<file path="config.mk">
export PLATFORM = sky130hd
export DESIGN_NAME = pin_event_unit
export DESIGN_NICKNAME = d
export VERILOG_FILES = /design/src/rtl/pev_pkg.sv /design/src/rtl/pev_sync.sv /design/src/rtl/pev_edge_detect.sv /design/src/rtl/pev_regs.sv /design/src/rtl/pin_event_unit.sv
export SDC_FILE = /design/constraint.sdc
export NUM_CORES = 1
export LEC_CHECK = 0
export ABC_AREA = 1
export BUFFER_PORTS_ARGS = -buffer_cell sky130_fd_sc_hd__buf_2
export CAP_MARGIN = 10
export CORE_UTILIZATION = 55
export DETAILED_ROUTE_END_ITERATION = 8
export PLACE_DENSITY = 0.72
export REMOVE_ABC_BUFFERS = 1
export SYNTH_ARGS = -nofsm -noshare
export SYNTH_HDL_FRONTEND = slang
export SYNTH_SLANG_ARGS = --single-unit
</file>
<file path="constraint.sdc">
create_clock -name clk -period 1.2 [get_ports clk]
set_input_delay 0.06 -clock clk [delete_from_list [all_inputs] [get_ports clk]]
set_output_delay 0.06 -clock clk [all_outputs]
set_load 0.01 [all_outputs]
</file>
<file path="src/rtl/pev_pkg.sv">
package pev_pkg;
  localparam int PIN_COUNT  = 32;
  localparam int DATA_W     = 32;
  localparam int ADDR_W     = 5;
  localparam int GROUP_SIZE = 16;
  localparam int FIRST_INPUT_ONLY = 28;

  localparam logic [ADDR_W-1:0] OFS_DIR   = 5'h00;
  localparam logic [ADDR_W-1:0] OFS_EVT   = 5'h0C;
  localparam logic [ADDR_W-1:0] OFS_MASK  = 5'h10;
  localparam logic [ADDR_W-1:0] OFS_SNS_A = 5'h14;
  localparam logic [ADDR_W-1:0] OFS_SNS_B = 5'h18;

  typedef enum logic [1:0] {
    SENSE_ANY  = 2'b00,
    SENSE_RISE = 2'b01,
    SENSE_FALL = 2'b10,
    SENSE_OFF  = 2'b11
  } sense_e;

  // vector index carrying pin p (top-first numbering)
  function automatic int pin_bit(input int p);
    return DATA_W - 1 - p;
  endfunction

  // low bit of the two-bit sense field of pin p
  function automatic int field_lsb(input int p);
    return 2 * (GROUP_SIZE - 1 - (p % GROUP_SIZE));
  endfunction

  // direction bits that may be set to output
  function automatic logic [DATA_W-1:0] dir_writable();
    logic [DATA_W-1:0] m;
    m = '1;
    for (int p = FIRST_INPUT_ONLY; p < PIN_COUNT; p++) m[pin_bit(p)] = 1'b0;
    return m;
  endfunction

  function automatic sense_e field_of(input logic [DATA_W-1:0] sns_a,
                                      input logic [DATA_W-1:0] sns_b,
                                      input int p);
    logic [DATA_W-1:0] r;
    r = (p >= GROUP_SIZE) ? sns_b : sns_a;
    return sense_e'(r[field_lsb(p) +: 2]);
  endfunction
endpackage

</file>
<file path="src/rtl/pev_sync.sv">
module pev_sync #(
  parameter int W = pev_pkg::PIN_COUNT
) (
  input  logic         clk,
  input  logic         rst_n,
  input  logic [W-1:0] async_in,
  output logic [W-1:0] cur_q,
  output logic [W-1:0] prev_q
);
  logic [W-1:0] meta_q;

  always_ff @(posedge clk) begin
    if (!rst_n) begin
      meta_q <= '0;
      cur_q  <= '0;
      prev_q <= '0;
    end else begin
      meta_q <= async_in;
      cur_q  <= meta_q;
      prev_q <= cur_q;
    end
  end
endmodule

</file>
<file path="src/rtl/pev_edge_detect.sv">
module pev_edge_detect
  import pev_pkg::*;
(
  input  logic [DATA_W-1:0] cur,
  input  logic [DATA_W-1:0] prev,
  input  logic [DATA_W-1:0] sns_a,
  input  logic [DATA_W-1:0] sns_b,
  output logic [DATA_W-1:0] hit
);
  for (genvar p = 0; p < PIN_COUNT; p++) begin : g_pin
    localparam int B = pin_bit(p);
    sense_e code;
    logic   rise, fall;

    assign code = field_of(sns_a, sns_b, p);
    assign rise = cur[B] & ~prev[B];
    assign fall = ~cur[B] & prev[B];

    always_comb begin
      unique case (code)
        SENSE_ANY:  hit[B] = rise | fall;
        SENSE_RISE: hit[B] = rise;
        SENSE_FALL: hit[B] = fall;
        default:    hit[B] = 1'b0;
      endcase
    end
  end
endmodule

</file>
<file path="src/rtl/pev_regs.sv">
module pev_regs
  import pev_pkg::*;
(
  input  logic              clk,
  input  logic              rst_n,
  input  logic              wr_en,
  input  logic [ADDR_W-1:0] addr,
  input  logic [DATA_W-1:0] wdata,
  input  logic [DATA_W-1:0] hit,
  output logic [DATA_W-1:0] rdata,
  output logic [DATA_W-1:0] dir_q,
  output logic [DATA_W-1:0] mask_q,
  output logic [DATA_W-1:0] sns_a_q,
  output logic [DATA_W-1:0] sns_b_q,
  output logic [DATA_W-1:0] evt_q
);
  localparam logic [DATA_W-1:0] DIR_WMASK = dir_writable();

  logic wr_dir, wr_evt, wr_mask, wr_a, wr_b;
  logic [DATA_W-1:0] clr_bits;

  assign wr_dir  = wr_en && (addr == OFS_DIR);
  assign wr_evt  = wr_en && (addr == OFS_EVT);
  assign wr_mask = wr_en && (addr == OFS_MASK);
  assign wr_a    = wr_en && (addr == OFS_SNS_A);
  assign wr_b    = wr_en && (addr == OFS_SNS_B);
  assign clr_bits = wr_evt ? wdata : '0;

  always_ff @(posedge clk) begin
    if (!rst_n) begin
      dir_q   <= '0;
      mask_q  <= '0;
      sns_a_q <= '0;
      sns_b_q <= '0;
      evt_q   <= '0;
    end else begin
      if (wr_dir)  dir_q   <= wdata & DIR_WMASK;
      if (wr_mask) mask_q  <= wdata;
      if (wr_a)    sns_a_q <= wdata;
      if (wr_b)    sns_b_q <= wdata;
      // a fresh capture outranks a clear of the same bit
      evt_q <= (evt_q & ~clr_bits) | hit;
    end
  end

  always_comb begin
    unique case (addr)
      OFS_DIR:   rdata = dir_q;
      OFS_EVT:   rdata = evt_q;
      OFS_MASK:  rdata = mask_q;
      OFS_SNS_A: rdata = sns_a_q;
      OFS_SNS_B: rdata = sns_b_q;
      default:   rdata = '0;
    endcase
  end


  evt_sticky_chk: assert property (@(posedge clk) disable iff (!rst_n)
    !wr_evt |=> ((evt_q & $past(evt_q)) == $past(evt_q)));


  capture_beats_clear_chk: assert property (@(posedge clk) disable iff (!rst_n)
    (wr_evt && (|hit)) |=> ((evt_q & $past(hit)) == $past(hit)));
endmodule

</file>
<file path="src/rtl/pin_event_unit.sv">
module pin_event_unit
  import pev_pkg::*;
(
  input  logic              clk,
  input  logic              rst_n,
  input  logic              reg_wr_en,
  input  logic [4:0]        reg_addr,
  input  logic [31:0]       reg_wdata,
  output logic [31:0]       reg_rdata,
  input  logic [31:0]       pin_in,
  output logic [31:0]       pin_dir,
  output logic              irq
);
  logic [DATA_W-1:0] s_now, s_prev, hit;
  logic [DATA_W-1:0] dir_q, mask_q, sns_a_q, sns_b_q, evt_q;

  pev_sync #(.W(DATA_W)) u_sync (
    .clk      (clk),
    .rst_n    (rst_n),
    .async_in (pin_in),
    .cur_q    (s_now),
    .prev_q   (s_prev)
  );

  pev_edge_detect u_edge (
    .cur   (s_now),
    .prev  (s_prev),
    .sns_a (sns_a_q),
    .sns_b (sns_b_q),
    .hit   (hit)
  );

  pev_regs u_regs (
    .clk     (clk),
    .rst_n   (rst_n),
    .wr_en   (reg_wr_en),
    .addr    (reg_addr),
    .wdata   (reg_wdata),
    .hit     (hit),
    .rdata   (reg_rdata),
    .dir_q   (dir_q),
    .mask_q  (mask_q),
    .sns_a_q (sns_a_q),
    .sns_b_q (sns_b_q),
    .evt_q   (evt_q)
  );

  assign pin_dir = dir_q;
  assign irq     = |(evt_q & mask_q);

  for (genvar p = 0; p < PIN_COUNT; p++) begin : g_chk
    localparam int B = pin_bit(p);
    logic [1:0] code_v;
    assign code_v = field_of(sns_a_q, sns_b_q, p);


    off_code_silent_chk: assert property (@(posedge clk) disable iff (!rst_n)
      $rose(evt_q[B]) |-> ($past(code_v) != 2'b11));


    synced_edge_chk: assert property (@(posedge clk) disable iff (!rst_n)
      $rose(evt_q[B]) |-> $past(s_now[B] != s_prev[B]));
  end
endmodule

</file>
==> results of run 1 <==
-- layer usage --
metal,part of all wire [%],up-vias,global-route usage (%)
met4,3.9,0,12.9
met1,40,5530,40.1
li1,-,5783,-
met3,8.4,112,4.63
met2,48,560,56.1
met5,0,-,0
-- tightest hold or removal path: stages --
cell	delay, ns
sky130_fd_sc_hd__buf_2	0.17
sky130_fd_sc_hd__buf_4	0.20
sky130_fd_sc_hd__nand3_1	0.08
sky130_fd_sc_hd__nand2_1	0.06
sky130_fd_sc_hd__a21oi_1	0.05
-- report_power, final --
group | internal [mW] | switching (mW)
sequential | 8.68 | 0.191
combinational | 0.770 | 0.946
clock | 4.65 | 3.35
total | 14.1 | 4.48
-- how the worst min path moves through the flow --
stage | start | slack [ns] | endpoint
after floorplan | rst_n | 0.15 | u_sync.cur_q[0]
after global placement | pin_in[1] | 0.24 | u_sync.meta_q[1]
after detailed placement | pin_in[6] | 0.24 | u_sync.meta_q[6]
after CTS | reg_wr_en | 0.11 | u_regs.evt_q[0]
after global routing | reg_wr_en | 0.15 | u_regs.evt_q[0]
final | reg_wr_en | 0.14 | u_regs.evt_q[0]
-- stage by stage --
stage | cell area [um2] | setup WS [ns]
2_1_floorplan | 11300 | -1.06
3_3_place_gp | 13100 | -0.269
3_5_place_dp | 13100 | -0.296
4_1_cts | 15300 | -0.437
5_1_grt | 15900 | -0.486
6_report | 15900 | -0.425
-- cell usage in the layout, fill, tap and decap left out, drive strengths merged --
cell           n
nand2        329
nor2         297
buf          290
inv          288
dfxtp        252
o21ai        154
dlygate4sd3   66
ha            64
nand3         63
nor3          47
clkbuf        43
a21oi         33
o211ai        32
nand4         20
o22ai         11
conb           4
clkinv         4
diode          2
-- cell usage after synthesis --
master	number	area [um2]
sky130_fd_sc_hd__nand2_1	329	1230
sky130_fd_sc_hd__o211ai_1	32	240
sky130_fd_sc_hd__dfxtp_1	252	5040
sky130_fd_sc_hd__o22ai_1	11	68.8
sky130_fd_sc_hd__ha_1	64	801
sky130_fd_sc_hd__inv_1	282	1060
sky130_fd_sc_hd__clkbuf_1	39	146
sky130_fd_sc_hd__buf_2	23	115
sky130_fd_sc_hd__conb_1	1	3.75
sky130_fd_sc_hd__nor3_1	47	235
sky130_fd_sc_hd__nor2_4	5	56.3
sky130_fd_sc_hd__o21ai_0	136	681
sky130_fd_sc_hd__nand4_1	19	119
sky130_fd_sc_hd__o21ai_1	18	90.1
sky130_fd_sc_hd__buf_1	8	30.0
sky130_fd_sc_hd__inv_2	6	22.5
sky130_fd_sc_hd__nor2_1	290	1090
sky130_fd_sc_hd__nand3_2	2	20.0
sky130_fd_sc_hd__buf_4	7	52.6
sky130_fd_sc_hd__nand4_2	1	12.5
sky130_fd_sc_hd__nor2_2	2	12.5
sky130_fd_sc_hd__nand3_1	59	295
sky130_fd_sc_hd__buf_6	2	22.5
sky130_fd_sc_hd__a21oi_1	33	165
sky130_fd_sc_hd__nand3_4	2	35.0
-- final cells by class --
class                      count  share of cell area [%]
antenna                        2                  0.0315
clock buffer                  42                    5.17
clock inverter                 4                   0.126
inverter                     288                    6.81
multi-input combinational   1054                    34.8
sequential                   252                    32.8
tap                          270                    2.12
timing repair buffer         357                    18.1
-- cells by family after synthesis --
kind of cell,count (synthesis),share of synthesized area [%]
compound gates,230,10.7
fa+ha+maj,64,6.87
buf+inv,367,12.4
flops,252,43.3
other cells,1,0.0322
simple gates,756,26.7
-- state kept, by name, indices dropped and copies added, names as in the netlist --
register / cells
u_sync.prev_q: 32
u_regs.evt_q: 32
u_regs.sns_a_q: 32
u_sync.cur_q: 32
u_regs.sns_b_q: 32
u_regs.dir_q: 28
u_sync.meta_q: 32
u_regs.mask_q: 32
-- timing repair --
action                                  4_1_cts  5_1_grt
endpoints found under the hold margin       192        0
endpoints found under the setup margin       34       54
resized for setup                           173      182
hold buffers                                 66        0
cloned                                        3        1
pin swaps                                    99       93
buffers inserted                             58       20
==> flow_results.xml, run 1 <==
<?xml version="1.0" encoding="UTF-8"?>
<metrics>
  <group name="yosys">
    <metric name="ys_warn_count" unit="">0</metric>
    <metric name="yosys_register_bits" unit="">252</metric>
    <metric name="synth_cell_type_count" unit="">25</metric>
    <metric name="avgSynthCellArea" unit="um2">6.98</metric>
    <metric name="synthesis.area" unit="um2">11700</metric>
    <metric name="sequential_to_total_area_share_from_yosys_stat" unit="%">43.3</metric>
    <metric name="postSynthCellCount" unit="">1670</metric>
  </group>
  <group name="setup_path">
    <metric name="timing.rr.start" unit="">u_sync.cur_q[8]</metric>
    <metric name="critical_path.max_stage_delay" unit="ns">0.33</metric>
    <metric name="worstPathMaxFanout" unit="">3</metric>
    <metric name="r2r_setup_slack" unit="ns">0.02</metric>
    <metric name="startpoint_of_the_most_critical_setup_path" unit="">u_regs.evt_q[8]</metric>
    <metric name="worst-r2r-cell-count" unit="">5</metric>
    <metric name="cp_num_cells" unit="">7</metric>
    <metric name="cp_cell_sequence" unit="">nand2_1 -&gt; nand2_2 -&gt; nor2_2 -&gt; nand2_1 -&gt; nor2_1 -&gt; nand2_1 -&gt; buf_2</metric>
    <metric name="worstPathArrival" unit="ns">1.57</metric>
    <metric name="timing.critical_path.buf_inv" unit="">1</metric>
    <metric name="r2r_end" unit="">u_regs.evt_q[8]</metric>
    <metric name="start_kind" unit="">flip-flop</metric>
    <metric name="end_point_of_the_critical_path" unit="">irq</metric>
    <metric name="path_common_cell" unit="">sky130_fd_sc_hd__nand2_1</metric>
    <metric name="crit_family" unit="">simple AND/OR/NAND/NOR gates</metric>
    <metric name="critical_path_required" unit="ns">1.14</metric>
    <metric name="kind_of_critical_path" unit="">reg2out</metric>
    <metric name="worstSetupEndpointType" unit="">output port</metric>
    <metric name="cp_slowest_cell" unit="">sky130_fd_sc_hd__dfxtp_2</metric>
  </group>
  <group name="sta">
    <metric name="fin_tns_setup" unit="ns">-6.82</metric>
    <metric name="timing.final.setup_violations" unit="">33</metric>
    <metric name="fin_worst_skew" unit="ns">0.00746</metric>
    <metric name="setup_ws" unit="ns">-0.425</metric>
    <metric name="fmax" unit="GHz">0.615</metric>
    <metric name="rsz0062_at_grt" unit="">true</metric>
    <metric name="crit_share_post_route" unit="%">135</metric>
    <metric name="whs" unit="ns">0.139</metric>
    <metric name="layout_min_cycle_time" unit="ns">1.63</metric>
    <metric name="final-max-slew-violation-count" unit="">0</metric>
    <metric name="report.final.hold_viol_count" unit="">0</metric>
  </group>
  <group name="placed_design">
    <metric name="detail_placement_hpwl" unit="um">22500</metric>
    <metric name="place_congestion" unit="">0.856</metric>
    <metric name="dpl.cell_count" unit="">2078</metric>
    <metric name="io_buffer_count" unit="">132</metric>
  </group>
  <group name="cts">
    <metric name="numCtsBuffers" unit="">27</metric>
    <metric name="worst_setup_hold_path_clk_slew" unit="ns">0.06</metric>
    <metric name="clk-insertion-delay-late" unit="ns">0.53</metric>
    <metric name="clock_sink_count" unit="">252</metric>
    <metric name="cts_htree_levels" unit="">1</metric>
    <metric name="tritoncts_clock_tree" unit="">built</metric>
    <metric name="clk_path_buf_depth" unit="">3</metric>
    <metric name="clock-root-buffer" unit="">sky130_fd_sc_hd__clkbuf_16</metric>
  </group>
  <group name="power">
    <metric name="p_leak" unit="nW">7.70</metric>
    <metric name="vdd_drop_max" unit="V">0.00122</metric>
    <metric name="finalPower" unit="mW">18.6</metric>
    <metric name="pwr_density_cell" unit="nW/um2">1170</metric>
  </group>
  <group name="detailed_routing">
    <metric name="detail_route.vias_per_cell" unit="">5.28</metric>
    <metric name="drt-wirelength-per-cell" unit="um">16.0</metric>
    <metric name="ant_nets" unit="">0</metric>
    <metric name="remaining_drc_errors" unit="">0</metric>
    <metric name="first_iter_violations" unit="">926</metric>
    <metric name="route.vias.total" unit="">11985</metric>
    <metric name="routed_wl" unit="um">36300</metric>
    <metric name="first_pass_iters" unit="">6</metric>
  </group>
  <group name="grt">
    <metric name="grt_first_pass_wirelength" unit="um">55700</metric>
    <metric name="gr-total-overflow" unit="">0</metric>
    <metric name="antenna_violations_before_repair" unit="">2</metric>
    <metric name="grt_max_degree" unit="">43</metric>
    <metric name="via_count_of_the_first_global_routing_pass" unit="">11285</metric>
    <metric name="grt_usage" unit="%">32.3</metric>
  </group>
  <group name="outcome">
    <metric name="status" unit="">finished, violations left</metric>
    <metric name="failed_checks" unit="">setup timing</metric>
  </group>
  <group name="layout">
    <metric name="finish.cell_count_without_fillers" unit="">2269</metric>
    <metric name="multi_input_gate_area_in_the_final_layout" unit="um2">5540</metric>
    <metric name="fin_util" unit="%">77.6</metric>
    <metric name="fillerInstances" unit="">1498</metric>
    <metric name="seq_area" unit="um2">5220</metric>
    <metric name="layout.nets" unit="">2116</metric>
    <metric name="final_layout_size_suffix_gt1_share" unit="%">32.2</metric>
    <metric name="area_growth" unit="%">36.5</metric>
  </group>
  <group name="floorplanning">
    <metric name="fp.dieArea" unit="um2">21800</metric>
    <metric name="core_area" unit="um2">20500</metric>
    <metric name="floorplan.rows" unit="">52</metric>
    <metric name="fp.dieW" unit="um">148</metric>
    <metric name="floorplan.die.height" unit="um">148</metric>
    <metric name="start_util" unit="%">56.8</metric>
    <metric name="num_io_pins" unit="">137</metric>
  </group>
  <group name="worst_hold_path">
    <metric name="hold_depth" unit="">5</metric>
    <metric name="holdCritPathClass" unit="">in2reg</metric>
  </group>
  <group name="flow_run">
    <metric name="maxCapViolations" unit="">0</metric>
  </group>
</metrics>
Power figures use the tool's default switching activity.
==> run 2: changes to the inputs <==
--- a/config.mk
+++ b/config.mk
@@ -8,9 +8,9 @@
 export ABC_AREA = 1
 export BUFFER_PORTS_ARGS = -buffer_cell sky130_fd_sc_hd__buf_2
 export CAP_MARGIN = 10
-export CORE_UTILIZATION = 55
+export CORE_UTILIZATION = 35
 export DETAILED_ROUTE_END_ITERATION = 8
-export PLACE_DENSITY = 0.72
+export PLACE_DENSITY = 0.48
 export REMOVE_ABC_BUFFERS = 1
 export SYNTH_ARGS = -nofsm -noshare
 export SYNTH_HDL_FRONTEND = slang
==> flow_results.xml, run 2 (synthesized netlist as in run 1, its figures left out) <==
<?xml version="1.0" encoding="UTF-8"?>
<metrics>
  <group name="power">
    <metric name="power.share.switching" unit="%">24.3</metric>
    <metric name="vdd_drop_max" unit="V">0.000984</metric>
    <metric name="pwr_density_cell" unit="nW/um2">1180</metric>
    <metric name="finalPower" unit="mW">19.0</metric>
    <metric name="seq_power_share" unit="%">46.5</metric>
    <metric name="p_comb_share" unit="%">9.3</metric>
    <metric name="p_leak" unit="nW">7.65</metric>
    <metric name="share_clk_of_total_power" unit="%">44.2</metric>
    <metric name="internal_power" unit="mW">14.4</metric>
    <metric name="switchingPower" unit="mW">4.62</metric>
  </group>
  <group name="setup_path">
    <metric name="path_common_cell" unit="">sky130_fd_sc_hd__nand2_1</metric>
    <metric name="worstPathArrival" unit="ns">1.60</metric>
    <metric name="timing.critical_path.buf_inv" unit="">1</metric>
    <metric name="cp_cell_sequence" unit="">nand2_1 -&gt; nand2_1 -&gt; nor2_2 -&gt; nand2_2 -&gt; nor2_4 -&gt; nand2_1 -&gt; buf_2</metric>
    <metric name="kind_of_critical_path" unit="">reg2out</metric>
    <metric name="worstSetupEndpointType" unit="">output port</metric>
    <metric name="startpoint_of_the_most_critical_setup_path" unit="">u_regs.mask_q[4]</metric>
    <metric name="r2r_end" unit="">u_regs.evt_q[8]</metric>
    <metric name="cp_slowest_cell" unit="">sky130_fd_sc_hd__dfxtp_2</metric>
    <metric name="start_kind" unit="">flip-flop</metric>
    <metric name="cp_num_cells" unit="">7</metric>
    <metric name="critical_path.max_stage_delay" unit="ns">0.32</metric>
    <metric name="worst-r2r-cell-count" unit="">5</metric>
    <metric name="worstPathMaxFanout" unit="">2</metric>
    <metric name="crit_family" unit="">simple AND/OR/NAND/NOR gates</metric>
    <metric name="timing.rr.start" unit="">u_sync.cur_q[8]</metric>
    <metric name="end_point_of_the_critical_path" unit="">irq</metric>
    <metric name="r2r_setup_slack" unit="ns">0.04</metric>
    <metric name="critical_path_required" unit="ns">1.14</metric>
  </group>
  <group name="floorplanning">
    <metric name="floorplan.die.height" unit="um">184</metric>
    <metric name="start_util" unit="%">35.7</metric>
    <metric name="core_area" unit="um2">32600</metric>
    <metric name="num_io_pins" unit="">137</metric>
    <metric name="floorplan.rows" unit="">66</metric>
    <metric name="fp.dieW" unit="um">184</metric>
    <metric name="fp.dieArea" unit="um2">34000</metric>
  </group>
  <group name="layout">
    <metric name="final_area" unit="um2">16100</metric>
    <metric name="most_frequent_standard_cell_in_the_layout_excluding_fill_and_tap_cells" unit="">sky130_fd_sc_hd__nand2_1</metric>
    <metric name="final_layout_size_suffix_gt1_share" unit="%">30.4</metric>
    <metric name="area_growth" unit="%">38.3</metric>
    <metric name="fillerInstances" unit="">3314</metric>
    <metric name="most-common-layout-cells" unit="">296 x sky130_fd_sc_hd__nand2_1, 269 x sky130_fd_sc_hd__nor2_1, 225 x sky130_fd_sc_hd__inv_1, 141 x sky130_fd_sc_hd__dfxtp_1, 122 x sky130_fd_sc_hd__buf_2</metric>
    <metric name="layout.nets" unit="">2102</metric>
    <metric name="num_antenna_cells" unit="">0</metric>
  </group>
  <group name="grt">
    <metric name="grt_first_pass_wirelength" unit="um">58200</metric>
    <metric name="grt_util_met1" unit="%">30.1</metric>
    <metric name="grt.met2_usage" unit="%">36.9</metric>
    <metric name="via_count_of_the_first_global_routing_pass" unit="">10545</metric>
    <metric name="grt_max_degree" unit="">47</metric>
    <metric name="antenna_violations_before_repair" unit="">1</metric>
    <metric name="grt.busiest_layer" unit="">met2</metric>
    <metric name="grt_usage" unit="%">22.1</metric>
    <metric name="groute.layer.met3.usage" unit="%">3.32</metric>
    <metric name="gr-total-overflow" unit="">0</metric>
  </group>
  <group name="sta">
    <metric name="rsz0062_at_grt" unit="">true</metric>
    <metric name="fmax" unit="GHz">0.602</metric>
    <metric name="final-max-slew-violation-count" unit="">0</metric>
    <metric name="layout_min_cycle_time" unit="ns">1.66</metric>
    <metric name="crit_share_post_route" unit="%">138</metric>
    <metric name="whs" unit="ns">0.147</metric>
    <metric name="setup_ws" unit="ns">-0.461</metric>
    <metric name="timing.final.setup_violations" unit="">33</metric>
    <metric name="fin_worst_skew" unit="ns">0.0194</metric>
    <metric name="report.final.hold_viol_count" unit="">0</metric>
  </group>
  <group name="cts">
    <metric name="numCtsBuffers" unit="">29</metric>
    <metric name="tritoncts_clock_tree" unit="">built</metric>
    <metric name="clk-insertion-delay-late" unit="ns">0.55</metric>
    <metric name="cts_htree_levels" unit="">1</metric>
    <metric name="clock-root-buffer" unit="">sky130_fd_sc_hd__clkbuf_16</metric>
    <metric name="clk_path_buf_depth" unit="">3</metric>
    <metric name="worst_setup_hold_path_clk_slew" unit="ns">0.06</metric>
    <metric name="clock_sink_count" unit="">252</metric>
  </group>
  <group name="detailed_routing">
    <metric name="routed_wl" unit="um">37100</metric>
    <metric name="detail_route.vias_per_cell" unit="">4.62</metric>
    <metric name="drt-wirelength-per-cell" unit="um">15.3</metric>
    <metric name="ant_nets" unit="">0</metric>
    <metric name="remaining_drc_errors" unit="">0</metric>
    <metric name="first_iter_violations" unit="">599</metric>
    <metric name="route.vias.total" unit="">11215</metric>
    <metric name="first_pass_iters" unit="">5</metric>
  </group>
  <group name="worst_hold_path">
    <metric name="holdCritPathClass" unit="">in2reg</metric>
    <metric name="hold_depth" unit="">7</metric>
  </group>
  <group name="placed_design">
    <metric name="dp_worst_setup_slack" unit="ns">-0.341</metric>
    <metric name="place_congestion" unit="">0.783</metric>
    <metric name="placement.cell_area" unit="um2">13600</metric>
    <metric name="io_buffer_count" unit="">132</metric>
    <metric name="detail_placement_hpwl" unit="um">25800</metric>
  </group>
  <group name="outcome">
    <metric name="status" unit="">finished, violations left</metric>
    <metric name="failed_checks" unit="">setup timing</metric>
  </group>
  <group name="flow_run">
    <metric name="maxCapViolations" unit="">0</metric>
  </group>
</metrics>
==> run 2: changes by cell type in the layout (fill, tap and decap cells not counted), moves of 3 or more <==
cell / before / now
sky130_fd_sc_hd__buf_4: 124 / 95
sky130_fd_sc_hd__dfxtp_1: 115 / 141
sky130_fd_sc_hd__dfxtp_2: 136 / 111
sky130_fd_sc_hd__buf_6: 23 / 38
sky130_fd_sc_hd__nor2_2: 27 / 19
sky130_fd_sc_hd__nor2_1: 263 / 269
sky130_fd_sc_hd__ha_1: 62 / 57
sky130_fd_sc_hd__nand2_2: 36 / 31
sky130_fd_sc_hd__clkbuf_8: 9 / 5
sky130_fd_sc_hd__nand2_1: 292 / 296
sky130_fd_sc_hd__o21ai_1: 34 / 30
sky130_fd_sc_hd__clkinv_2: 4 / 7
sky130_fd_sc_hd__ha_4: 1 / 4
==> run 2: timing repair <==
item,4_1_cts,5_1_grt
setup endpoints to repair,39,49
buffers inserted,30,12
pin swaps,82,84
resized for setup,178,171
hold buffers,65,0
endpoints found under the hold margin,195,0
==> run 2: final cells by class <==
class | count | area (um2) | share of cell area, %
clock inverters | 9 | 72.6 | 0.450
multi-input cells | 1054 | 5580 | 34.6
clock buffers | 41 | 821 | 5.10
well taps | 442 | 553 | 3.43
repair buffers | 341 | 2810 | 17.5
inverters | 288 | 1090 | 6.76
flip-flops and latches | 252 | 5180 | 32.2
==> run 2: worst register-to-register path, delay by kind of cell, from the launching register on <==
family                   cells  cell delay [ns]
AND/OR/NAND/NOR              1             0.05
flip-flops                   1             0.35
AO/OA/AOI/OAI                2             0.33
buffers and inverters        1             0.05
adder cells (fa/ha/maj)      1             0.26
==> run 2: worst min path at each step <==
stage	startpoint	endpoint
2_1_floorplan	rst_n	u_sync.cur_q[0]
3_3_place_gp	pin_in[25]	u_sync.meta_q[25]
3_5_place_dp	pin_in[19]	u_sync.meta_q[19]
4_1_cts	reg_addr[2]	u_regs.sns_b_q[25]
5_1_grt	reg_addr[2]	u_regs.sns_b_q[25]
6_report	reg_addr[3]	u_regs.sns_b_q[25]
==> run 2: power groups by stage <==
stage / combinational (mW) / clock [mW] / sequential (mW)
3_5_place_dp: 1.47 / 0 / 8.99
3_3_place_gp: 1.46 / 0 / 8.99
2_1_floorplan: 0.617 / 0 / 8.96
6_report: 1.77 / 8.40 / 8.85
5_1_grt: 1.97 / 9.05 / 8.88
4_1_cts: 1.72 / 8.66 / 8.83
==> run 2: through the flow <==
| stage | utilization (%) | TNS (ns) | std cells |
|---|---|---|---|
| 2_1_floorplan | - | -104.00 | 1594 |
| 3_3_place_gp | 41.5 | -36.50 | 2276 |
| 3_5_place_dp | 41.5 | -42.35 | 2276 |
| 4_1_cts | 47.9 | -8.38 | 2419 |
| 5_1_grt | 49.4 | -10.25 | 2427 |
| 6_report | 49.4 | -7.49 | 2427 |
==> run 2: per-layer routing <==
| layer | vias up | wire [um] | part of all wire, % |
|---|---|---|---|
| li1 | 5761 | - | - |
| met1 | 5171 | 17600 | 47 |
| met2 | 239 | 17000 | 46 |
| met3 | 44 | 1890 | 5.1 |
| met4 | 0 | 602 | 1.6 |
| met5 | - | 0 | 0 |
